$ cat config.mk
export PLATFORM = sky130hd
export DESIGN_NAME = hpw_walker
export DESIGN_NICKNAME = d
export VERILOG_FILES = /design/src/rtl/hpw_pkg.sv /design/src/rtl/hpw_addr_gen.sv /design/src/rtl/hpw_entry_check.sv /design/src/rtl/hpw_walker.sv
export SDC_FILE = /design/constraint.sdc
export NUM_CORES = 1
export LEC_CHECK = 0
export BUFFER_PORTS_ARGS = -buffer_cell sky130_fd_sc_hd__buf_4
export CORE_MARGIN = 4
export CORE_UTILIZATION = 50
export CTS_BUF_LIST = sky130_fd_sc_hd__clkbuf_4 sky130_fd_sc_hd__clkbuf_8 sky130_fd_sc_hd__clkbuf_16
export DETAILED_ROUTE_END_ITERATION = 8
export PLACE_DENSITY = 0.69
export SLEW_MARGIN = 25
export SYNTH_ARGS = -nofsm -noshare
export SYNTH_HDL_FRONTEND = slang
export SYNTH_HIERARCHICAL = 1
export SYNTH_SLANG_ARGS = --single-unit
$ cat constraint.sdc
create_clock -name clk -period 10.9 [get_ports clk]
set_input_delay 2.18 -clock clk [delete_from_list [all_inputs] [get_ports clk]]
set_output_delay 2.18 -clock clk [all_outputs]
set_load 0.1 [all_outputs]
$ cat src/rtl/hpw_pkg.sv
package hpw_pkg;
  typedef enum logic [1:0] {
    FLT_NONE        = 2'd0,
    FLT_NOT_PRESENT = 2'd1,
    FLT_TAG_MISS    = 2'd2,
    FLT_NESTED      = 2'd3
  } fault_e;

  typedef enum logic [1:0] {
    ST_IDLE = 2'd0,
    ST_REQ  = 2'd1,
    ST_DATA = 2'd2,
    ST_DONE = 2'd3
  } walk_state_e;
endpackage

$ cat src/rtl/hpw_addr_gen.sv
module hpw_addr_gen #(
  parameter int VA_W        = 64,
  parameter int PAGE_SHIFT  = 12,
  parameter int REGION_BITS = 3,
  parameter int RID_W       = 24,
  parameter int SIZE_W      = 6
) (
  input  logic              fmt_long,
  input  logic [63:0]       base,
  input  logic [SIZE_W-1:0] size,
  input  logic [VA_W-1:0]   va,
  input  logic [RID_W-1:0]  rid,
  output logic [63:0]       addr,
  output logic [63:0]       tag,
  output logic [2:0]        beats
);
  localparam int VPN_W    = VA_W - REGION_BITS - PAGE_SHIFT;
  localparam int TAG_HI_W = 63 - RID_W;

  function automatic logic [VPN_W-1:0] page_number(input logic [VA_W-1:0] a);
    return a[VA_W-REGION_BITS-1:PAGE_SHIFT];
  endfunction

  function automatic logic [VPN_W-1:0] hash_index(input logic [VPN_W-1:0] v,
                                                  input logic [RID_W-1:0] r,
                                                  input logic [SIZE_W-1:0] s);
    logic [VPN_W-1:0] mask;
    mask = ~({VPN_W{1'b1}} << s);
    return (v ^ VPN_W'(r)) & mask;
  endfunction

  function automatic logic [63:0] make_tag(input logic [VPN_W-1:0] v,
                                           input logic [RID_W-1:0] r,
                                           input logic [SIZE_W-1:0] s);
    logic [VPN_W-1:0] hi;
    hi = v >> s;
    return {1'b0, r, TAG_HI_W'(hi)};
  endfunction

  logic [VPN_W-1:0] vpn;
  logic [VPN_W-1:0] idx;

  always_comb begin
    vpn   = page_number(va);
    idx   = hash_index(vpn, rid, size);
    tag   = make_tag(vpn, rid, size);
    addr  = fmt_long ? base + (64'(idx) << 5) : base + (64'(vpn) << 3);
    beats = fmt_long ? 3'd4 : 3'd1;
  end
endmodule

$ cat src/rtl/hpw_entry_check.sv
module hpw_entry_check #(
  parameter int PA_W       = 50,
  parameter int PAGE_SHIFT = 12
) (
  input  logic                       fmt_long,
  input  logic                       nested,
  input  logic [63:0]                w0,
  input  logic [63:0]                w1,
  input  logic [63:0]                w2,
  input  logic [63:0]                exp_tag,
  output logic [1:0]                 fault,
  output logic [PA_W-PAGE_SHIFT-1:0] ppn,
  output logic [PAGE_SHIFT-2:0]      attr,
  output logic [63:0]                aux
);
  import hpw_pkg::*;

  logic tag_invalid;
  logic tag_match;
  logic present;

  always_comb begin
    tag_invalid = w2[63];
    tag_match   = (w2[62:0] == exp_tag[62:0]);
    present     = w0[0];
    if (nested)                                   fault = FLT_NESTED;
    else if (fmt_long && (tag_invalid || !tag_match)) fault = FLT_TAG_MISS;
    else if (!present)                            fault = FLT_NOT_PRESENT;
    else                                          fault = FLT_NONE;
    ppn  = w0[PA_W-1:PAGE_SHIFT];
    attr = w0[PAGE_SHIFT-1:1];
    aux  = fmt_long ? w1 : 64'd0;
  end
endmodule

$ cat src/rtl/hpw_walker.sv
module hpw_walker #(
  parameter int VA_W        = 64,
  parameter int PA_W        = 50,
  parameter int PAGE_SHIFT  = 12,
  parameter int REGION_BITS = 3,
  parameter int RID_W       = 24,
  parameter int SIZE_W      = 6
) (
  input  logic                       clk,
  input  logic                       rst_n,
  input  logic [63:0]                cfg_base,
  input  logic [SIZE_W-1:0]          cfg_size,
  input  logic                       cfg_long,
  input  logic                       miss_valid,
  output logic                       miss_ready,
  input  logic [VA_W-1:0]            miss_va,
  input  logic [RID_W-1:0]           miss_rid,
  output logic                       mem_req_valid,
  input  logic                       mem_req_ready,
  output logic [63:0]                mem_req_addr,
  output logic [2:0]                 mem_req_beats,
  input  logic                       mem_rsp_valid,
  input  logic                       mem_rsp_err,
  input  logic [63:0]                mem_rsp_data,
  output logic                       res_valid,
  input  logic                       res_ready,
  output logic [1:0]                 res_fault,
  output logic [PA_W-PAGE_SHIFT-1:0] res_ppn,
  output logic [PAGE_SHIFT-2:0]      res_attr,
  output logic [63:0]                res_aux
);
  import hpw_pkg::*;

  walk_state_e       state_q;
  logic [VA_W-1:0]   va_q;
  logic [RID_W-1:0]  rid_q;
  logic [63:0]       base_q;
  logic [SIZE_W-1:0] size_q;
  logic              long_q;
  logic [63:0]       w0_q, w1_q, w2_q;
  logic [1:0]        beat_q;
  logic              nested_q;
  logic [63:0]       exp_tag;

  // named internal events
  logic walk_start, beat_take, walk_abort, walk_last, walk_handoff;

  hpw_addr_gen #(
    .VA_W(VA_W), .PAGE_SHIFT(PAGE_SHIFT), .REGION_BITS(REGION_BITS),
    .RID_W(RID_W), .SIZE_W(SIZE_W)
  ) u_addr (
    .fmt_long(long_q), .base(base_q), .size(size_q), .va(va_q), .rid(rid_q),
    .addr(mem_req_addr), .tag(exp_tag), .beats(mem_req_beats)
  );

  hpw_entry_check #(.PA_W(PA_W), .PAGE_SHIFT(PAGE_SHIFT)) u_check (
    .fmt_long(long_q), .nested(nested_q), .w0(w0_q), .w1(w1_q), .w2(w2_q),
    .exp_tag(exp_tag), .fault(res_fault), .ppn(res_ppn), .attr(res_attr),
    .aux(res_aux)
  );

  assign miss_ready    = (state_q == ST_IDLE);
  assign mem_req_valid = (state_q == ST_REQ);
  assign res_valid     = (state_q == ST_DONE);
  assign walk_start    = miss_valid && miss_ready;
  assign beat_take     = (state_q == ST_DATA) && mem_rsp_valid;
  assign walk_abort    = beat_take && mem_rsp_err;
  assign walk_last     = beat_take && !mem_rsp_err && ({1'b0, beat_q} == mem_req_beats - 3'd1);
  assign walk_handoff  = res_valid && res_ready;

  always_ff @(posedge clk) begin
    if (!rst_n) begin
      state_q  <= ST_IDLE;
      va_q     <= '0;
      rid_q    <= '0;
      base_q   <= '0;
      size_q   <= '0;
      long_q   <= 1'b0;
      w0_q     <= '0;
      w1_q     <= '0;
      w2_q     <= '0;
      beat_q   <= '0;
      nested_q <= 1'b0;
    end else begin
      unique case (state_q)
        ST_IDLE: if (walk_start) begin
          va_q     <= miss_va;
          rid_q    <= miss_rid;
          base_q   <= cfg_base;
          size_q   <= cfg_size;
          long_q   <= cfg_long;
          beat_q   <= '0;
          nested_q <= 1'b0;
          state_q  <= ST_REQ;
        end
        ST_REQ: if (mem_req_ready) state_q <= ST_DATA;
        ST_DATA: if (beat_take) begin
          if (walk_abort) begin
            nested_q <= 1'b1;
            state_q  <= ST_DONE;
          end else begin
            // the fourth (software) word is never stored
            case (beat_q)
              2'd0:    w0_q <= mem_rsp_data;
              2'd1:    w1_q <= mem_rsp_data;
              2'd2:    w2_q <= mem_rsp_data;
              default: ;
            endcase
            beat_q <= beat_q + 2'd1;
            if (walk_last) state_q <= ST_DONE;
          end
        end
        ST_DONE: if (res_ready) state_q <= ST_IDLE;
        default: state_q <= ST_IDLE;
      endcase
    end
  end

  a_r9_single_walk: assert property (@(posedge clk) disable iff (!rst_n)
    walk_start |=> !miss_ready);
  a_r9_busy_hold: assert property (@(posedge clk) disable iff (!rst_n)
    (!miss_ready && !walk_handoff) |=> !miss_ready);
  a_r10_req_stable: assert property (@(posedge clk) disable iff (!rst_n)
    (mem_req_valid && !mem_req_ready) |=>
      (mem_req_valid && $stable(mem_req_addr) && $stable(mem_req_beats)));
  a_r10_res_stable: assert property (@(posedge clk) disable iff (!rst_n)
    (res_valid && !res_ready) |=>
      (res_valid && $stable(res_fault) && $stable(res_ppn) && $stable(res_aux)));
  a_r8_nested_fault: assert property (@(posedge clk) disable iff (!rst_n)
    walk_abort |=> (res_valid && res_fault == FLT_NESTED));
  a_r7_no_extra_req: assert property (@(posedge clk) disable iff (!rst_n)
    res_valid |-> !mem_req_valid);
  a_r1_one_beat: assert property (@(posedge clk) disable iff (!rst_n)
    (mem_req_valid && !long_q) |-> (mem_req_beats == 3'd1));

  always_ff @(posedge clk) begin
    if (rst_n && mem_req_valid && long_q)
      a_r2_entry_align: assert (((mem_req_addr - base_q) & 64'h1F) == 64'd0);
  end
endmodule

==> run summary, run 1 <==
Fin crit period: 8.43 ns
Nets: 3,699
Syn Inst Count: 3,196
Critical Path RT: 8.72 ns
Post-CTS Resized: 0
CTS max path bufs: 3
Multi-input logic area: 15,100 um2
Final Non-Filler Cells: 3,991
Cts bufs inserted: 37
Area Overhead vs Synth: 14.9%
Initial antenna violation count: 2
Fin. Hold Viols: 0
Share of post-route cells with drive strength above 1: 20.0%
Inst Count DP: 3,928
Avg Inst Size Synth: 7.34 um2
Worst Max-Slew Pin Slew: 1.17 ns
Syn nets: 3,535
Vias in the first global route: 21,800
GPL Wtd Cong: 0.976
Total length of routed wires: 84.8 mm
Largest net degree at the start of global routing: 189
YS warnings: 6
Detail Route Antenna Nets: 0
Buffer count from post-CTS setup fixing: 0
First-pass GRT wire length: 128 mm
Dpl ws: 3.21 ns
Post-DR wirelength/cell: 21.2 um
Drt drc: 0
Period utilization: 77.3%
Achievable Freq: 119 MHz
First-pass DRT Iterations: 6
Synthesized area: 23,500 um2
CTS tree: built
Clock latency on the worst-skew pair: 0.56 ns
Die height: 225 um
Crit Path Max Fanout: 51
Critical path endpoint category: primary output
Starting Density: 50.5%
Critical path arrival: 6.25 ns
Full die area: 50,500 um2
Final WS setup: 2.47 ns
Final slew viol count: 0
CTS H-tree depth: 2
Total grt overflow: 0
PortBufs: 398
IO Pins: 415
Final hold slack: 0.451 ns
Final setup violation count: 0
ANT cells: 0
Peak VDD IR: 267 uV
Die Width: 225 um
# clock sinks: 327
Worst-path clk slew: 0.07 ns
Total GRT Usage: 31.9%
PD cells: 207 nW/um2
Min-delay worst type: flip-flop to flip-flop
Row cnt: 79
CP Class: flip-flop to primary output
DP HPWL: 65.1 mm
CORE AREA: 46,500 um2
Slew HR: 21.9%
Crit path launch type: flip-flop
Clk root buf: clkbuf_16
Layout Skew: 0.0278 ns
Power Total: 5570 uW
Fin Setup TNS: 0 ns
DRT iter0 DRCs: 2,158
Status: complete, no violations
Post-DR vias/cell: 5.87
Number of max-cap violations: 0
RSZ-0062 raised after global routing: no
Total number of vias: 23,400
Hold-fix buffers at CTS: 0
Storage element area: 6560 um2
Layout filler cell count: 4,462
Static Leak: 0.0111 uW
[through the flow]
step | instance area, um2 | utilization, %
final | 27000 | 58.0
after global routing | 27000 | 58.0
after CTS | 27000 | 58.0
after detailed placement | 25700 | 55.4
after global placement | 25700 | 55.4
after floorplan | 23500 | -
[path summary, 6_finish.rpt]
check	startpoint	to	slack, ns	depth (start not counted)
max	size_q[2]$_SDFFE_PN0P_	mem_req_addr[63]	2.47	20
min	w1_q[57]$_SDFFE_PN0P_	w1_q[57]$_SDFFE_PN0P_	0.45	2
max reg2reg	state_q[0]$_SDFFE_PN0P_	size_q[5]$_SDFFE_PN0P_	8.10	6
min reg2reg	w1_q[57]$_SDFFE_PN0P_	w1_q[57]$_SDFFE_PN0P_	0.45	2
[critical path, cell delays in order, from the launching register on]
cell,delay [ns]
dfxtp_1,0.31
buf_4,0.33
clkinv_1,0.15
buf_4,0.33
o21ai_0,0.83
nor2_1,0.10
nor2_1,0.27
ha_1,0.25
a21oi_1,0.10
o21ai_0,0.16
nor4_1,0.11
o21ai_2,0.30
a21oi_2,0.19
o311ai_1,0.31
buf_4,0.18
o2111ai_1,0.18
a31oi_2,0.39
nand3_1,0.20
nor2_1,0.46
xor2_1,0.19
buf_4,0.31
[where the power goes]
group | switching, uW | leakage (uW) | total [uW] | internal (uW)
clock network | 520 | 0.000620 | 1290 | 766
logic | 2000 | 0.00777 | 2770 | 769
registers | 206 | 0.00266 | 1510 | 1310
total | 2730 | 0.0111 | 5570 | 2840
[cell usage in the layout (no fill, tap or decap), drive strengths merged, types with 5 or more instances in the layout]
cell type and n:
nand2 870, a21oi 509, buf 413, dfxtp 327
nor2 179, o21ai 137, xnor2 108, ha 107
and2 88, xor2 68, inv 56, clkbuf 50
a21o 48, nand4 41, mux2i 35, mux4 35
a31oi 25, nand3 23, o22ai 22, a211oi 22
o21bai 18, nor2b 16, nor3 15, o21a 14
nor4 13, and3 12, nand2b 11, clkinv 11
o211ai 10, or3 10, a21boi 8, mux2 7
o211a 6, o31a 5
[metal layers]
layer	up-vias	part of all wire [%]	wire, um	track usage, %
li1	11200	-	-	-
met1	11100	43	36500	43.9
met2	983	46	38800	51.4
met3	144	8.1	6880	6.16
met4	6	2.9	2490	9.01
met5	-	0.10	88	0.759
[registers in the layout (all words and copies together) (netlist names)]
name,flops
rid_q,24
va_q,49
beat_q,2
nested_q,1
w0_q,50
state_q,2
w1_q,64
w2_q,64
long_q,1
size_q,6
base_q,64
[cell type report]
class	instances	area share, %
Sequential cell	327	24.3
Clock buffer	50	4.00
Multi-Input combinational cell	2523	55.9
Tap cell	607	2.82
Timing Repair Buffer	413	11.5
Inverter	58	0.835
Clock inverter	13	0.599
(Power assumes the default switching activity.)
==> run 2: changes to the inputs <==
==> constraint.sdc (replaced) <==
create_clock -name clk -period 8 [get_ports clk]
set_input_delay 1.6 -clock clk [delete_from_list [all_inputs] [get_ports clk]]
set_output_delay 1.6 -clock clk [all_outputs]
set_load 0.1 [all_outputs]
==> run 2 against run 1 <==
Effect of this change:
- setup slack lost 2.0 ns
- combinational power grew 36%
- via count down 0.41%
- clock power up 41%
- worst hold slack improved by 0.0032 ns
- critical endpoint unchanged
- largest power group unchanged
==> run summary, run 2 (synthesized netlist as in run 1, its figures left out) <==
Status: complete, no violations
Hold-fix buffers at CTS: 0
Fin crit period: 7.57 ns
Drt drc: 0
Crit path launch type: flip-flop
Most frequent cells in the layout: nand2_1, buf_4, a21oi_1
Int Power: 3920 uW
Power Total: 7660 uW
Vias in the first global route: 21,800
Clock latency on the worst-skew pair: 0.58 ns
Total length of routed wires: 84.8 mm
Layout Skew: 0.0147 ns
CORE AREA: 46,500 um2
Static Leak: 0.0111 uW
Critical path arrival: 5.97 ns
Initial antenna violation count: 1
Worst Max-Slew Pin Slew: 1.08 ns
Die height: 225 um
Biggest regs: base_q: 64 flops, w1_q: 64 flops, w2_q: 64 flops
DP HPWL: 65.1 mm
ANT cells: 0
Critical path endpoint category: primary output
Cts bufs inserted: 38
Clk root buf: clkbuf_16
Share of post-route cells with drive strength above 1: 20.3%
Switching part of the total power: 48.9%
Post-DR wirelength/cell: 21.2 um
Share of total power in the clock network: 23.8%
Fin. Hold Viols: 0
Post-CTS Resized: 0
Total number of vias: 23,300
Achievable Freq: 132 MHz
Total GRT Usage: 31.8%
Starting Density: 50.5%
DRT iter0 DRCs: 2,324
Total grt overflow: 0
Worst-path clk slew: 0.06 ns
CTS tree: built
PD cells: 283 nW/um2
First-pass DRT Iterations: 8
Seq pwr share: 27.2%
Critical Path RT: 6.40 ns
Number of max-cap violations: 0
RSZ-0062 raised after global routing: no
IO Pins: 415
Min-delay worst type: flip-flop to flip-flop
Nets: 3,708
Sw Pwr: 3750 uW
# clock sinks: 327
GPL Wtd Cong: 1.02
Final slew viol count: 0
First-pass GRT wire length: 127 mm
Full die area: 50,500 um2
CP Class: flip-flop to primary output
Slew HR: 27.1%
Multi-input logic area: 15,100 um2
CTS H-tree depth: 2
Final setup violation count: 0
Area Overhead vs Synth: 15.4%
Layout filler cell count: 4,443
Largest net degree at the start of global routing: 164
Buffer count from post-CTS setup fixing: 0
Detail Route Antenna Nets: 0
Logic gate share of total power: 49.1%
Row cnt: 79
Crit Path Max Fanout: 18
Commonest non-fill, non-tap cell in the layout: nand2_1
Storage element area: 6560 um2
Fin Setup TNS: 0 ns
PortBufs: 398
CTS max path bufs: 3
Peak VDD IR: 360 uV
Post-DR vias/cell: 5.82
Die Width: 225 um
Period utilization: 94.6%
-- run 2: changes by cell type in the layout (fill, tap and decap cells not counted), sizes merged --
cell	previous run	this run
inv	56	58
clkinv	11	16
clkbuf	50	47
bufinv	3	4
buf	413	421
-- run 2: path summary, 6_finish.rpt --
kind              slack (ns)               startpoint                      to  depth (start not counted)
setup / recovery        0.43   size_q[1]$_SDFFE_PN0P_        mem_req_addr[63]                         17
hold / removal          0.45    w0_q[40]$_SDFFE_PN0P_   w0_q[40]$_SDFFE_PN0P_                          2
setup reg to reg        5.21  state_q[0]$_SDFFE_PN0P_  size_q[5]$_SDFFE_PN0P_                          6
hold reg to reg         0.45    w0_q[40]$_SDFFE_PN0P_   w0_q[40]$_SDFFE_PN0P_                          2
-- run 2: routing by layer --
layer	up-vias	wire, um	global-route usage, %
li1	11200	-	-
met1	11000	36200	43.1
met2	986	38000	49.7
met3	174	7410	7.99
met4	0	3240	10.9
met5	-	0	0
-- run 2: critical path, stage by stage (launching register included) --
cell       delay [ns]
dfxtp_1          0.73
nand2_1          0.30
o21ai_0          0.92
a21oi_1          0.17
nor2_1           0.16
ha_1             0.23
and2_1           0.21
nand4_1          0.15
nor3_1           0.27
a21oi_2          0.16
o311ai_1         0.43
o2111ai_1        0.22
a31oi_2          0.38
nand3_1          0.22
nor2_1           0.19
buf_4            0.17
xor2_1           0.17
buf_4            0.32
-- run 2: power by group through the flow --
| stage | sequential [uW] | combinational [uW] | clock (uW) |
|---|---|---|---|
| 5_1_grt | 2100 | 3980 | 1910 |
| 2_1_floorplan | 1940 | 2930 | 0 |
| 3_5_place_dp | 2110 | 3710 | 0 |
| 6_report | 2080 | 3760 | 1820 |
| 4_1_cts | 2080 | 3720 | 1840 |
| 3_3_place_gp | 2100 | 3680 | 0 |
-- run 2: per-stage QoR --
step / worst slack, ns / hold slack (ns) / cell area [um2] / utilization [%] / instances
after floorplan: 0.843 / 0.432 / 23500 / - / 3196
after global placement: 1.38 / 0.439 / 25800 / 55.5 / 3936
after detailed placement: 1.27 / 0.444 / 25800 / 55.5 / 3936
after CTS: 0.636 / 0.453 / 27100 / 58.3 / 4004
after global routing: 0.229 / 0.470 / 27100 / 58.3 / 4004
final: 0.432 / 0.454 / 27100 / 58.3 / 4004
-- run 2: final cells by class --
class                   count  area share (%)
clock buffers              47            3.89
well taps                 607            2.80
flip-flops and latches    327            24.2
multi-input cells        2523            55.7
repair buffers            421            11.7
inverters                  58           0.850
clock inverters            21           0.877
